--- src/rtl/flash_gate_pkg.sv ---
package flash_gate_pkg;

  typedef enum logic [2:0] {
    OP_RD_ARRAY  = 3'd0,
    OP_RD_STATUS = 3'd1,
    OP_PROGRAM   = 3'd2,
    OP_BLK_ERASE = 3'd3,
    OP_ERASE_ALL = 3'd4
  } gateOpE;

  typedef enum logic {
    ST_IDLE = 1'b0,
    ST_BUSY = 1'b1
  } gateStateE;

  // strobes from control to datapath, at most one of start/reject/toArray/toStatus
  typedef struct packed {
    logic start;
    logic reject;
    logic toArray;
    logic toStatus;
    logic finish;
  } gateStrobeT;

endpackage

--- src/rtl/flash_gate_dp.sv ---
module flash_gate_dp
  import flash_gate_pkg::*;
#(
  parameter int ADDR_W      = 12,
  parameter int BLK_W       = 3,
  parameter int USER_BLOCKS = 6,
  localparam int NUM_BLK    = 1 << BLK_W
) (
  input  logic               clk,
  input  logic               rstN,
  input  gateStrobeT         stb,
  input  logic               busy,
  input  logic [2:0]         cmdOp,
  input  logic [ADDR_W-1:0]  cmdAddr,
  input  logic               modeEw1,
  input  logic               rwBlkWe,
  input  logic [BLK_W-1:0]   rwBlkIdx,
  input  logic [NUM_BLK-1:0] lockBits,
  input  logic               arrayErr,
  output logic               tgtBoot,
  output logic               tgtRw,
  output logic               rwUnlocked,
  output logic [2:0]         arrayOp,
  output logic [ADDR_W-1:0]  arrayAddr,
  output logic               readMode,
  output logic               progErr,
  output logic               eraseErr,
  output logic               cmdErr,
  output logic [7:0]         statusWord
);

  localparam int ST_READY_BIT = 7;
  localparam int ST_ERASE_BIT = 5;
  localparam int ST_PROG_BIT  = 4;

  logic [BLK_W-1:0]  rwBlkQ;
  logic [BLK_W-1:0]  tgtBlk;
  logic [2:0]        opQ;
  logic [ADDR_W-1:0] addrQ;
  logic              modeHeldQ;
  logic              readModeQ;
  logic              progErrQ;
  logic              eraseErrQ;
  logic              cmdErrQ;
  logic [NUM_BLK-1:0] blkHit;

  assign tgtBlk = cmdAddr[ADDR_W-1 -: BLK_W];
  assign tgtBoot = (32'(tgtBlk) >= 32'(USER_BLOCKS));
  assign tgtRw   = (tgtBlk == rwBlkQ);

  // one-hot select of the rewrite block's lock bit
  for (genvar b = 0; b < NUM_BLK; b++) begin : g_lockSel
    assign blkHit[b] = (rwBlkQ == BLK_W'(b)) && lockBits[b];
  end
  assign rwUnlocked = |blkHit;

  always_ff @(posedge clk or negedge rstN) begin
    if (!rstN) begin
      rwBlkQ <= '0;
    end else if (rwBlkWe) begin
      rwBlkQ <= rwBlkIdx;
    end
  end

  always_ff @(posedge clk or negedge rstN) begin
    if (!rstN) begin
      opQ       <= '0;
      addrQ     <= '0;
      modeHeldQ <= 1'b0;
    end else if (stb.start) begin
      opQ       <= cmdOp;
      addrQ     <= cmdAddr;
      modeHeldQ <= modeEw1;
    end
  end

  always_ff @(posedge clk or negedge rstN) begin
    if (!rstN) begin
      readModeQ <= 1'b0;
    end else if (stb.finish) begin
      readModeQ <= !modeHeldQ;
    end else if (stb.toArray) begin
      readModeQ <= 1'b0;
    end else if (stb.toStatus) begin
      readModeQ <= 1'b1;
    end
  end

  always_ff @(posedge clk or negedge rstN) begin
    if (!rstN) begin
      progErrQ  <= 1'b0;
      eraseErrQ <= 1'b0;
      cmdErrQ   <= 1'b0;
    end else begin
      if (stb.reject) cmdErrQ <= 1'b1;
      if (stb.finish && arrayErr) begin
        if (opQ == OP_PROGRAM) progErrQ  <= 1'b1;
        else                   eraseErrQ <= 1'b1;
      end
    end
  end

  always_comb begin
    statusWord               = '0;
    statusWord[ST_READY_BIT] = !busy;
    statusWord[ST_ERASE_BIT] = eraseErrQ;
    statusWord[ST_PROG_BIT]  = progErrQ;
  end

  assign arrayOp   = opQ;
  assign arrayAddr = addrQ;
  assign readMode  = readModeQ;
  assign progErr   = progErrQ;
  assign eraseErr  = eraseErrQ;
  assign cmdErr    = cmdErrQ;

endmodule

--- src/rtl/flash_gate_ctrl.sv ---
module flash_gate_ctrl
  import flash_gate_pkg::*;
(
  input  logic       clk,
  input  logic       rstN,
  input  logic       modeEw1,
  input  logic       cmdValid,
  input  logic [2:0] cmdOp,
  input  logic       tgtBoot,
  input  logic       tgtRw,
  input  logic       rwUnlocked,
  input  logic       lockDisable,
  input  logic       arrayDone,
  output gateStrobeT stb,
  output logic       busy,
  output logic       arrayStart,
  output logic       cpuHold
);

  gateStateE stateQ;
  gateOpE    op;
  logic      opIsArray;
  logic      legal;
  logic      startQ;
  logic      holdQ;

  assign op = gateOpE'(cmdOp);

  always_comb begin
    opIsArray = 1'b0;
    legal     = 1'b0;
    case (op)
      OP_RD_ARRAY:  legal = 1'b1;
      OP_RD_STATUS: legal = !modeEw1;
      OP_PROGRAM, OP_BLK_ERASE: begin
        opIsArray = 1'b1;
        legal     = !tgtBoot && !(modeEw1 && tgtRw);
      end
      OP_ERASE_ALL: begin
        opIsArray = 1'b1;
        legal     = !(modeEw1 && (rwUnlocked || lockDisable));
      end
      default: legal = 1'b0;
    endcase
  end

  always_comb begin
    stb = '0;
    if (stateQ == ST_IDLE && cmdValid) begin
      if (!legal)                 stb.reject   = 1'b1;
      else if (opIsArray)         stb.start    = 1'b1;
      else if (op == OP_RD_ARRAY) stb.toArray  = 1'b1;
      else                        stb.toStatus = 1'b1;
    end
    if (stateQ == ST_BUSY && arrayDone) stb.finish = 1'b1;
  end

  always_ff @(posedge clk or negedge rstN) begin
    if (!rstN) begin
      stateQ <= ST_IDLE;
      startQ <= 1'b0;
      holdQ  <= 1'b0;
    end else begin
      startQ <= stb.start;
      if (stb.start) begin
        stateQ <= ST_BUSY;
        holdQ  <= modeEw1;
      end else if (stb.finish) begin
        stateQ <= ST_IDLE;
        holdQ  <= 1'b0;
      end
    end
  end

  assign busy       = (stateQ == ST_BUSY);
  assign arrayStart = startQ;
  assign cpuHold    = holdQ;

endmodule

--- src/rtl/flash_gate_top.sv ---
module flash_gate_top
  import flash_gate_pkg::*;
#(
  parameter int ADDR_W      = 12,
  parameter int BLK_W       = 3,
  parameter int USER_BLOCKS = 6,
  localparam int NUM_BLK    = 1 << BLK_W
) (
  input  logic               clk,
  input  logic               rstN,
  input  logic               modeEw1,
  input  logic               cmdValid,
  input  logic [2:0]         cmdOp,
  input  logic [ADDR_W-1:0]  cmdAddr,
  input  logic               rwBlkWe,
  input  logic [BLK_W-1:0]   rwBlkIdx,
  input  logic [NUM_BLK-1:0] lockBits,
  input  logic               lockDisable,
  output logic               arrayStart,
  output logic [2:0]         arrayOp,
  output logic [ADDR_W-1:0]  arrayAddr,
  input  logic               arrayDone,
  input  logic               arrayErr,
  output logic               cpuHold,
  output logic               ready,
  output logic               readMode,
  output logic               progErr,
  output logic               eraseErr,
  output logic               cmdErr,
  output logic [7:0]         statusWord
);

  gateStrobeT stb;
  logic       busy;
  logic       tgtBoot;
  logic       tgtRw;
  logic       rwUnlocked;

  flash_gate_ctrl i_ctrl (
    .clk        (clk),
    .rstN       (rstN),
    .modeEw1    (modeEw1),
    .cmdValid   (cmdValid),
    .cmdOp      (cmdOp),
    .tgtBoot    (tgtBoot),
    .tgtRw      (tgtRw),
    .rwUnlocked (rwUnlocked),
    .lockDisable(lockDisable),
    .arrayDone  (arrayDone),
    .stb        (stb),
    .busy       (busy),
    .arrayStart (arrayStart),
    .cpuHold    (cpuHold)
  );

  flash_gate_dp #(
    .ADDR_W     (ADDR_W),
    .BLK_W      (BLK_W),
    .USER_BLOCKS(USER_BLOCKS)
  ) i_dp (
    .clk        (clk),
    .rstN       (rstN),
    .stb        (stb),
    .busy       (busy),
    .cmdOp      (cmdOp),
    .cmdAddr    (cmdAddr),
    .modeEw1    (modeEw1),
    .rwBlkWe    (rwBlkWe),
    .rwBlkIdx   (rwBlkIdx),
    .lockBits   (lockBits),
    .arrayErr   (arrayErr),
    .tgtBoot    (tgtBoot),
    .tgtRw      (tgtRw),
    .rwUnlocked (rwUnlocked),
    .arrayOp    (arrayOp),
    .arrayAddr  (arrayAddr),
    .readMode   (readMode),
    .progErr    (progErr),
    .eraseErr   (eraseErr),
    .cmdErr     (cmdErr),
    .statusWord (statusWord)
  );

  assign ready = !busy;

endmodule

--- config.mk ---
export PLATFORM = sky130hd
export DESIGN_NAME = flash_gate_top
export DESIGN_NICKNAME = d
export VERILOG_FILES = /design/src/rtl/flash_gate_pkg.sv /design/src/rtl/flash_gate_dp.sv /design/src/rtl/flash_gate_ctrl.sv /design/src/rtl/flash_gate_top.sv
export SDC_FILE = /design/constraint.sdc
export NUM_CORES = 1
export LEC_CHECK = 0
export BUFFER_PORTS_ARGS = -buffer_cell sky130_fd_sc_hd__buf_2
export CORE_MARGIN = 8
export CORE_UTILIZATION = 40
export CTS_CLUSTER_SIZE = 28
export DETAILED_ROUTE_END_ITERATION = 12
export MAX_ROUTING_LAYER = met4
export PLACE_DENSITY = 0.81
export SLEW_MARGIN = 30
export SYNTH_ARGS = -nofsm -noshare
export SYNTH_HDL_FRONTEND = slang
export SYNTH_SLANG_ARGS = --single-unit
--- constraint.sdc ---
create_clock -name clk -period 2.4 [get_ports clk]
set_clock_uncertainty 0.15 [all_clocks]
set_input_delay 0 -clock clk [delete_from_list [all_inputs] [get_ports clk]]
set_output_delay 0 -clock clk [all_outputs]
set_load 0.1 [all_outputs]
-- After elaboration in Yosys (flattened, before gate mapping)
Index checks and enable logic that the tools add are counted.
- output and inout bits: 30
- word-level logic and storage cells: 74
- bits in registers: 26
- bits of input ports: 34
- bitwise logic cells: 2
- reduce and logical (&&, ||, !) cells: 30
- mux-type cells: 17
- equality and inequality tests: 13
- $lt $le $gt $ge: 1
- operators by type and width (operator ; count):
    $eq A3 B2 Y1 const B ; 5
    $eq A3 B3 Y1 const B ; 5
    $logic_and A1 B1 Y1 ; 14
    $mux W1 ; 13
    $reduce_or A8 Y1 ; 1
    $eq A3 B1 Y1 const B ; 2
    $logic_not A1 Y1 ; 6
    $logic_not A3 Y1 ; 2
    $mux W2 ; 2
    $mux W4 ; 1
    $pmux W1 S4 ; 1
    $reduce_and A2 Y1 ; 2
    $eq A3 B3 Y1 ; 1
    $ge A3 B3 Y1 const B ; 1
    $reduce_bool A3 Y1 ; 1
    $reduce_or A3 Y1 ; 1
    $not A1 Y1 ; 2
    $reduce_bool A2 Y1 ; 1
    $reduce_or A2 Y1 ; 1
    $logic_or A1 B1 Y1 ; 1

-- Logic depth before layout (Yosys ltp)
- word-level depth: 12
- gate-level depth with buffers: 6
- mapped depth without buffers: 5

-- Modules after synthesis
A second synthesis with hierarchy kept.
- cell total of the unflattened synthesis: 92
- area total of the unflattened synthesis: 1226.2 µm²
- modules (own cells, without submodules) (module ; area an instance (µm²) ; cells each ; seq. area each (µm²) ; instances):
    flash_gate_dp ; 1012.2 ; 68 ; 575.6 ; 1
    flash_gate_ctrl ; 210.2 ; 23 ; 75.1 ; 1
    flash_gate_top ; 3.8 ; 1 ; 0.0 ; 1

-- Worst setup path before layout
Ideal clock, no wire load.
- path kind: reg-to-reg
- start: reg i_ctrl.stateQ (netlist: i_ctrl.busy)
- end: reg i_dp.addrQ[11] (netlist: i_dp.arrayAddr[11])
- setup time: 0.125 ns
- period minus slack after synthesis: 2.411 ns
- data required time: 2.125 ns
- buffers on the path: 1
- path slack: -0.011 ns
- cell stages (with the launch flop): 7
- data arrival time: 2.135 ns
- path through: dfrtp_1 inv_1 nand3_1 nor3_4 nor3_4 buf_8 mux2_4
- longest elaborated chain between the ends: 3
- ends and longest elaborated chain (element ; RTL line ; source):
    from (decl) ; flash_gate_ctrl.sv:20 ; gateStateE stateQ;
    from (signal assigned) ; flash_gate_ctrl.sv:60 ; stateQ <= ST_IDLE;
    from (signal assigned) ; flash_gate_ctrl.sv:66 ; stateQ <= ST_BUSY;
    from (signal assigned) ; flash_gate_ctrl.sv:69 ; stateQ <= ST_IDLE;
    $not A1 Y1 ; flash_gate_ctrl.sv:49 ; if (stateQ == ST_IDLE && cmdValid) begin
    $logic_and A1 B1 Y1 ; flash_gate_ctrl.sv:49 ;
    $mux W4 ; flash_gate_ctrl.sv:49 ;
    to (signal assigned) ; flash_gate_dp.sv:72 ; addrQ <= cmdAddr;
    to (decl) ; flash_gate_dp.sv:39 ; logic [ADDR_W-1:0] addrQ;
Every way passes these cells.
A chain may end at the register's enable or synchronous reset.

-- Worst setup path after layout
- start: reg i_dp.rwBlkQ[2]
- end: reg i_dp.addrQ[6] (netlist: i_dp.arrayAddr[6])
- longest elaborated chain between the ends: 9
- elaborated cells on any way between the ends: 27
- classes of those cells: 8 x eq/ne; 3 x mux; 16 x reduce/logical
- ends and longest elaborated chain (element ; RTL line ; source):
    from (decl) ; flash_gate_dp.sv:36 ; logic [BLK_W-1:0] rwBlkQ;
    from (signal assigned) ; flash_gate_dp.sv:61 ; rwBlkQ <= rwBlkIdx;
    $eq A3 B1 Y1, or another cell as far along ; flash_gate_dp.sv:53 ; assign blkHit[b] = (rwBlkQ == BLK_W'(b)) && lockBits[b];
    $logic_and A1 B1 Y1 ; flash_gate_dp.sv:53 ;
    $reduce_or A8 Y1 ; flash_gate_dp.sv:55 ; assign rwUnlocked = |blkHit;
    $logic_or A1 B1 Y1 ; flash_gate_ctrl.sv:41 ; legal = !(modeEw1 && (rwUnlocked || lockDisable));
    $logic_and A1 B1 Y1 ; flash_gate_ctrl.sv:41 ;
    $logic_not A1 Y1 ; flash_gate_ctrl.sv:41 ;
    $pmux W1 S4 * ; flash_gate_ctrl.sv:32 ; case (op)
    $mux W1 * ; flash_gate_ctrl.sv:50 ; if (!legal) stb.reject = 1'b1;
    $mux W4 * ; flash_gate_ctrl.sv:49 ;
Every way passes the cells marked *; elsewhere a longest branch is shown, timed or not.

==> results.json <==
{
  "drt-initial-drc-count": 24,
  "drt-pass1-iter-count": 4,
  "grt_max_degree": 27,
  "maxCapViolCount": 0,
  "synth_edf_count": 0,
  "status": "complete, no violations",
  "synth_area_sq_mm": 0.00130,
  "cts.path.max_buffers": 2,
  "worstMarginPinSlew_ns": 0.647,
  "overflow": 0,
  "ys_ff_latch": 26,
  "vias": 1133,
  "final_cell_mix": "buf_2, dlygate4sd3_1, dfrtp_1",
  "multi_input_area_sq_um": 594,
  "clock-sinks": 26,
  "die_y_um": 73.1,
  "synthTopCellsByArea": "dfrtp_1, mux2_4, mux2_2, buf_4, mux4_1",
  "hp-class": "input pin to async pin",
  "clk_latency_ns": 0.32,
  "drcViolationCount": 0,
  "crit_chain": "mux4_1 > mux2_4 > nor3_4 > nor3_4 > mux2_4",
  "synth_area_per_cell_sq_um": 12.9,
  "die_w_um": 73.1,
  "finalCriticalPeriod_ns": 2.35,
  "vias_per_cell": 4.84,
  "final_cell_area_sq_mm": 0.00198,
  "port_buffers": 58,
  "avgRoutedWirePerCell_um": 15.0,
  "cts_buffers": 3,
  "crit_type": "flop to flop",
  "crit_fanout": 8,
  "layout-drive-gt1-share": 0.463,
  "path_clk_slew_ns": 0.15,
  "wirelength_mm": 3.52,
  "async_flop_share": 1.00,
  "hold_viol": 0,
  "antenna_left": 0,
  "die_area_sq_mm": 0.00534,
  "reg2reg_depth": 5,
  "syn_to_final_growth_pct": 51.7,
  "slew_viol_final": 0,
  "synth_ff_type": "dfrtp_1",
  "postCtsSetupRepairBufs": 0,
  "fillers": 236,
  "cts.root.buffer_cell": "clkbuf_4",
  "start_kind": "flop",
  "reg2reg_from": "i_dp.rwBlkQ[2]",
  "dpl_cell_area_sq_mm": 0.00160,
  "antenna_found_initial": 0,
  "endpoint_kind": "flop",
  "r2r-end": "i_dp.arrayAddr[6]",
  "worst_path_largest_cell_delay_ns": 0.57,
  "regArea_sq_um": 651,
  "row_count": 20,
  "yosysWarnings": 0,
  "max_slew_margin": 0.568,
  "finalSetupViolCount": 0,
  "grt_pass1_wl_mm": 5.76,
  "synth_area_leader_cell": "dfrtp_1",
  "clock.fmax_mhz": 425,
  "antenna_cells": 0,
  "crit_arrival_ns": 2.42,
  "slowest_stage": "mux4_1",
  "syn_inst": 101,
  "dp_hpwl_mm": 2.52,
  "cts_tree": "yes",
  "cts_max_level": 1,
  "place.gp.congestion": 0.889,
  "yosys.area.top_type_share": 0.500,
  "layout.nets": 225,
  "rsz0062_at_grt": "yes",
  "start_util": 0.423,
  "core_area_sq_mm": 0.00308,
  "grtUsageTotal": 0.137,
  "final_common_cell": "buf_2",
  "synth.distinct_cells": 35,
  "fin_crit_sh": 0.981,
  "io_pins": 64,
  "ys_seq_area_frac": 0.500,
  "grt_pass1_vias": 1265,
  "cp_data_required_time_ns": 2.47,
  "r2r_setup_slack_ns": 0.05
}
==> sequential cells by signal (all words and copies together), names as in the netlist <==
register,flops
i_ctrl.busy,1
i_dp.cmdErr,1
i_dp.arrayAddr,12
i_dp.readMode,1
i_dp.progErr,1
i_ctrl.arrayStart,1
i_dp.eraseErr,1
i_dp.modeHeldQ,1
i_dp.arrayOp,3
i_dp.rwBlkQ,3
i_ctrl.cpuHold,1
==> cell type report <==
cell class | instances | share of cell area
clock inverters | 1 | 0.0152
inverters | 5 | 0.0114
clock buffers | 3 | 0.0114
multi-input cells | 66 | 0.301
repair buffers | 89 | 0.304
flip-flops and latches | 26 | 0.329
well taps | 44 | 0.0279
==> layer usage <==
layer,global-route usage,up-vias,share of wire
li1,-,534,-
met2,0.231,48,0.50
met5,-,-,0
met3,0.0385,4,0.074
met4,0.0444,0,0.012
met1,0.151,547,0.41
==> worst max-delay path, delay by kind of cell (launching register included) <==
family,cells,cell delay (ns)
simple gates,2,0.45
flops,1,0.45
mux,3,1.20
==> how the worst max path moves through the flow <==
stage / start / endpoint / cells after the start
2_1_floorplan: i_ctrl.busy / i_dp.arrayAddr[11] / 6
3_3_place_gp: i_dp.rwBlkQ[0] / i_dp.arrayAddr[8] / 5
3_5_place_dp: i_dp.rwBlkQ[0] / i_dp.arrayAddr[0] / 5
4_1_cts: i_dp.rwBlkQ[2] / i_dp.arrayAddr[1] / 5
5_1_grt: i_dp.rwBlkQ[2] / i_dp.arrayAddr[4] / 5
6_report: i_dp.rwBlkQ[2] / i_dp.arrayAddr[6] / 5
==> kinds of logic (layout without fill, tap and decap cells) <==
logic type / Yosys count / in the layout / synth area share
buffers and inverters: 14 / 98 / 0.0720
muxes: 17 / 17 / 0.190
xor gates and xnor gates: 1 / 1 / 0.00673
and+or+nand+nor: 22 / 23 / 0.109
DFF: 26 / 26 / 0.500
AOI/OAI and AO/OA: 20 / 20 / 0.120
other: 1 / 5 / 0.00288
==> through the flow <==
stage	TNS [ns]	setup slack, ns	cells	hold slack [ns]	utilization
3_3_place_gp	0	0.138	198	-0.140	0.519
4_1_cts	0	0.00858	233	0.0382	0.637
3_5_place_dp	0	0.0171	198	-0.123	0.519
2_1_floorplan	0	0.0555	105	-0.446	-
6_report	0	0.0460	234	0.0312	0.642
5_1_grt	-0.0161	-0.00819	234	0.0592	0.642
==> cells in the mapped netlist (2+ instances only) <==
master,instances
mux4_1,2
nor2_1,3
inv_1,5
nor3b_1,2
nor2b_1,2
a31oi_1,2
nand3_1,2
o21bai_1,2
dfrtp_1,26
a22o_2,2
nand2_1,5
mux2_4,7
buf_4,8
mux2_2,8
o21ai_0,4
nor3_4,2
==> what timing repair did <==
action / in CTS / in global routing
hold endpoints to repair: 50 / 0
hold buffers: 31 / 0
pin swaps: 1 / 1
setup endpoints to repair: 2 / 6
gates cloned: 0 / 1
gates resized for setup: 0 / 1
Power is left out: the tool's default activity adds up to more than one toggle a clock period on the data nets, which glitch-free logic cannot reach.
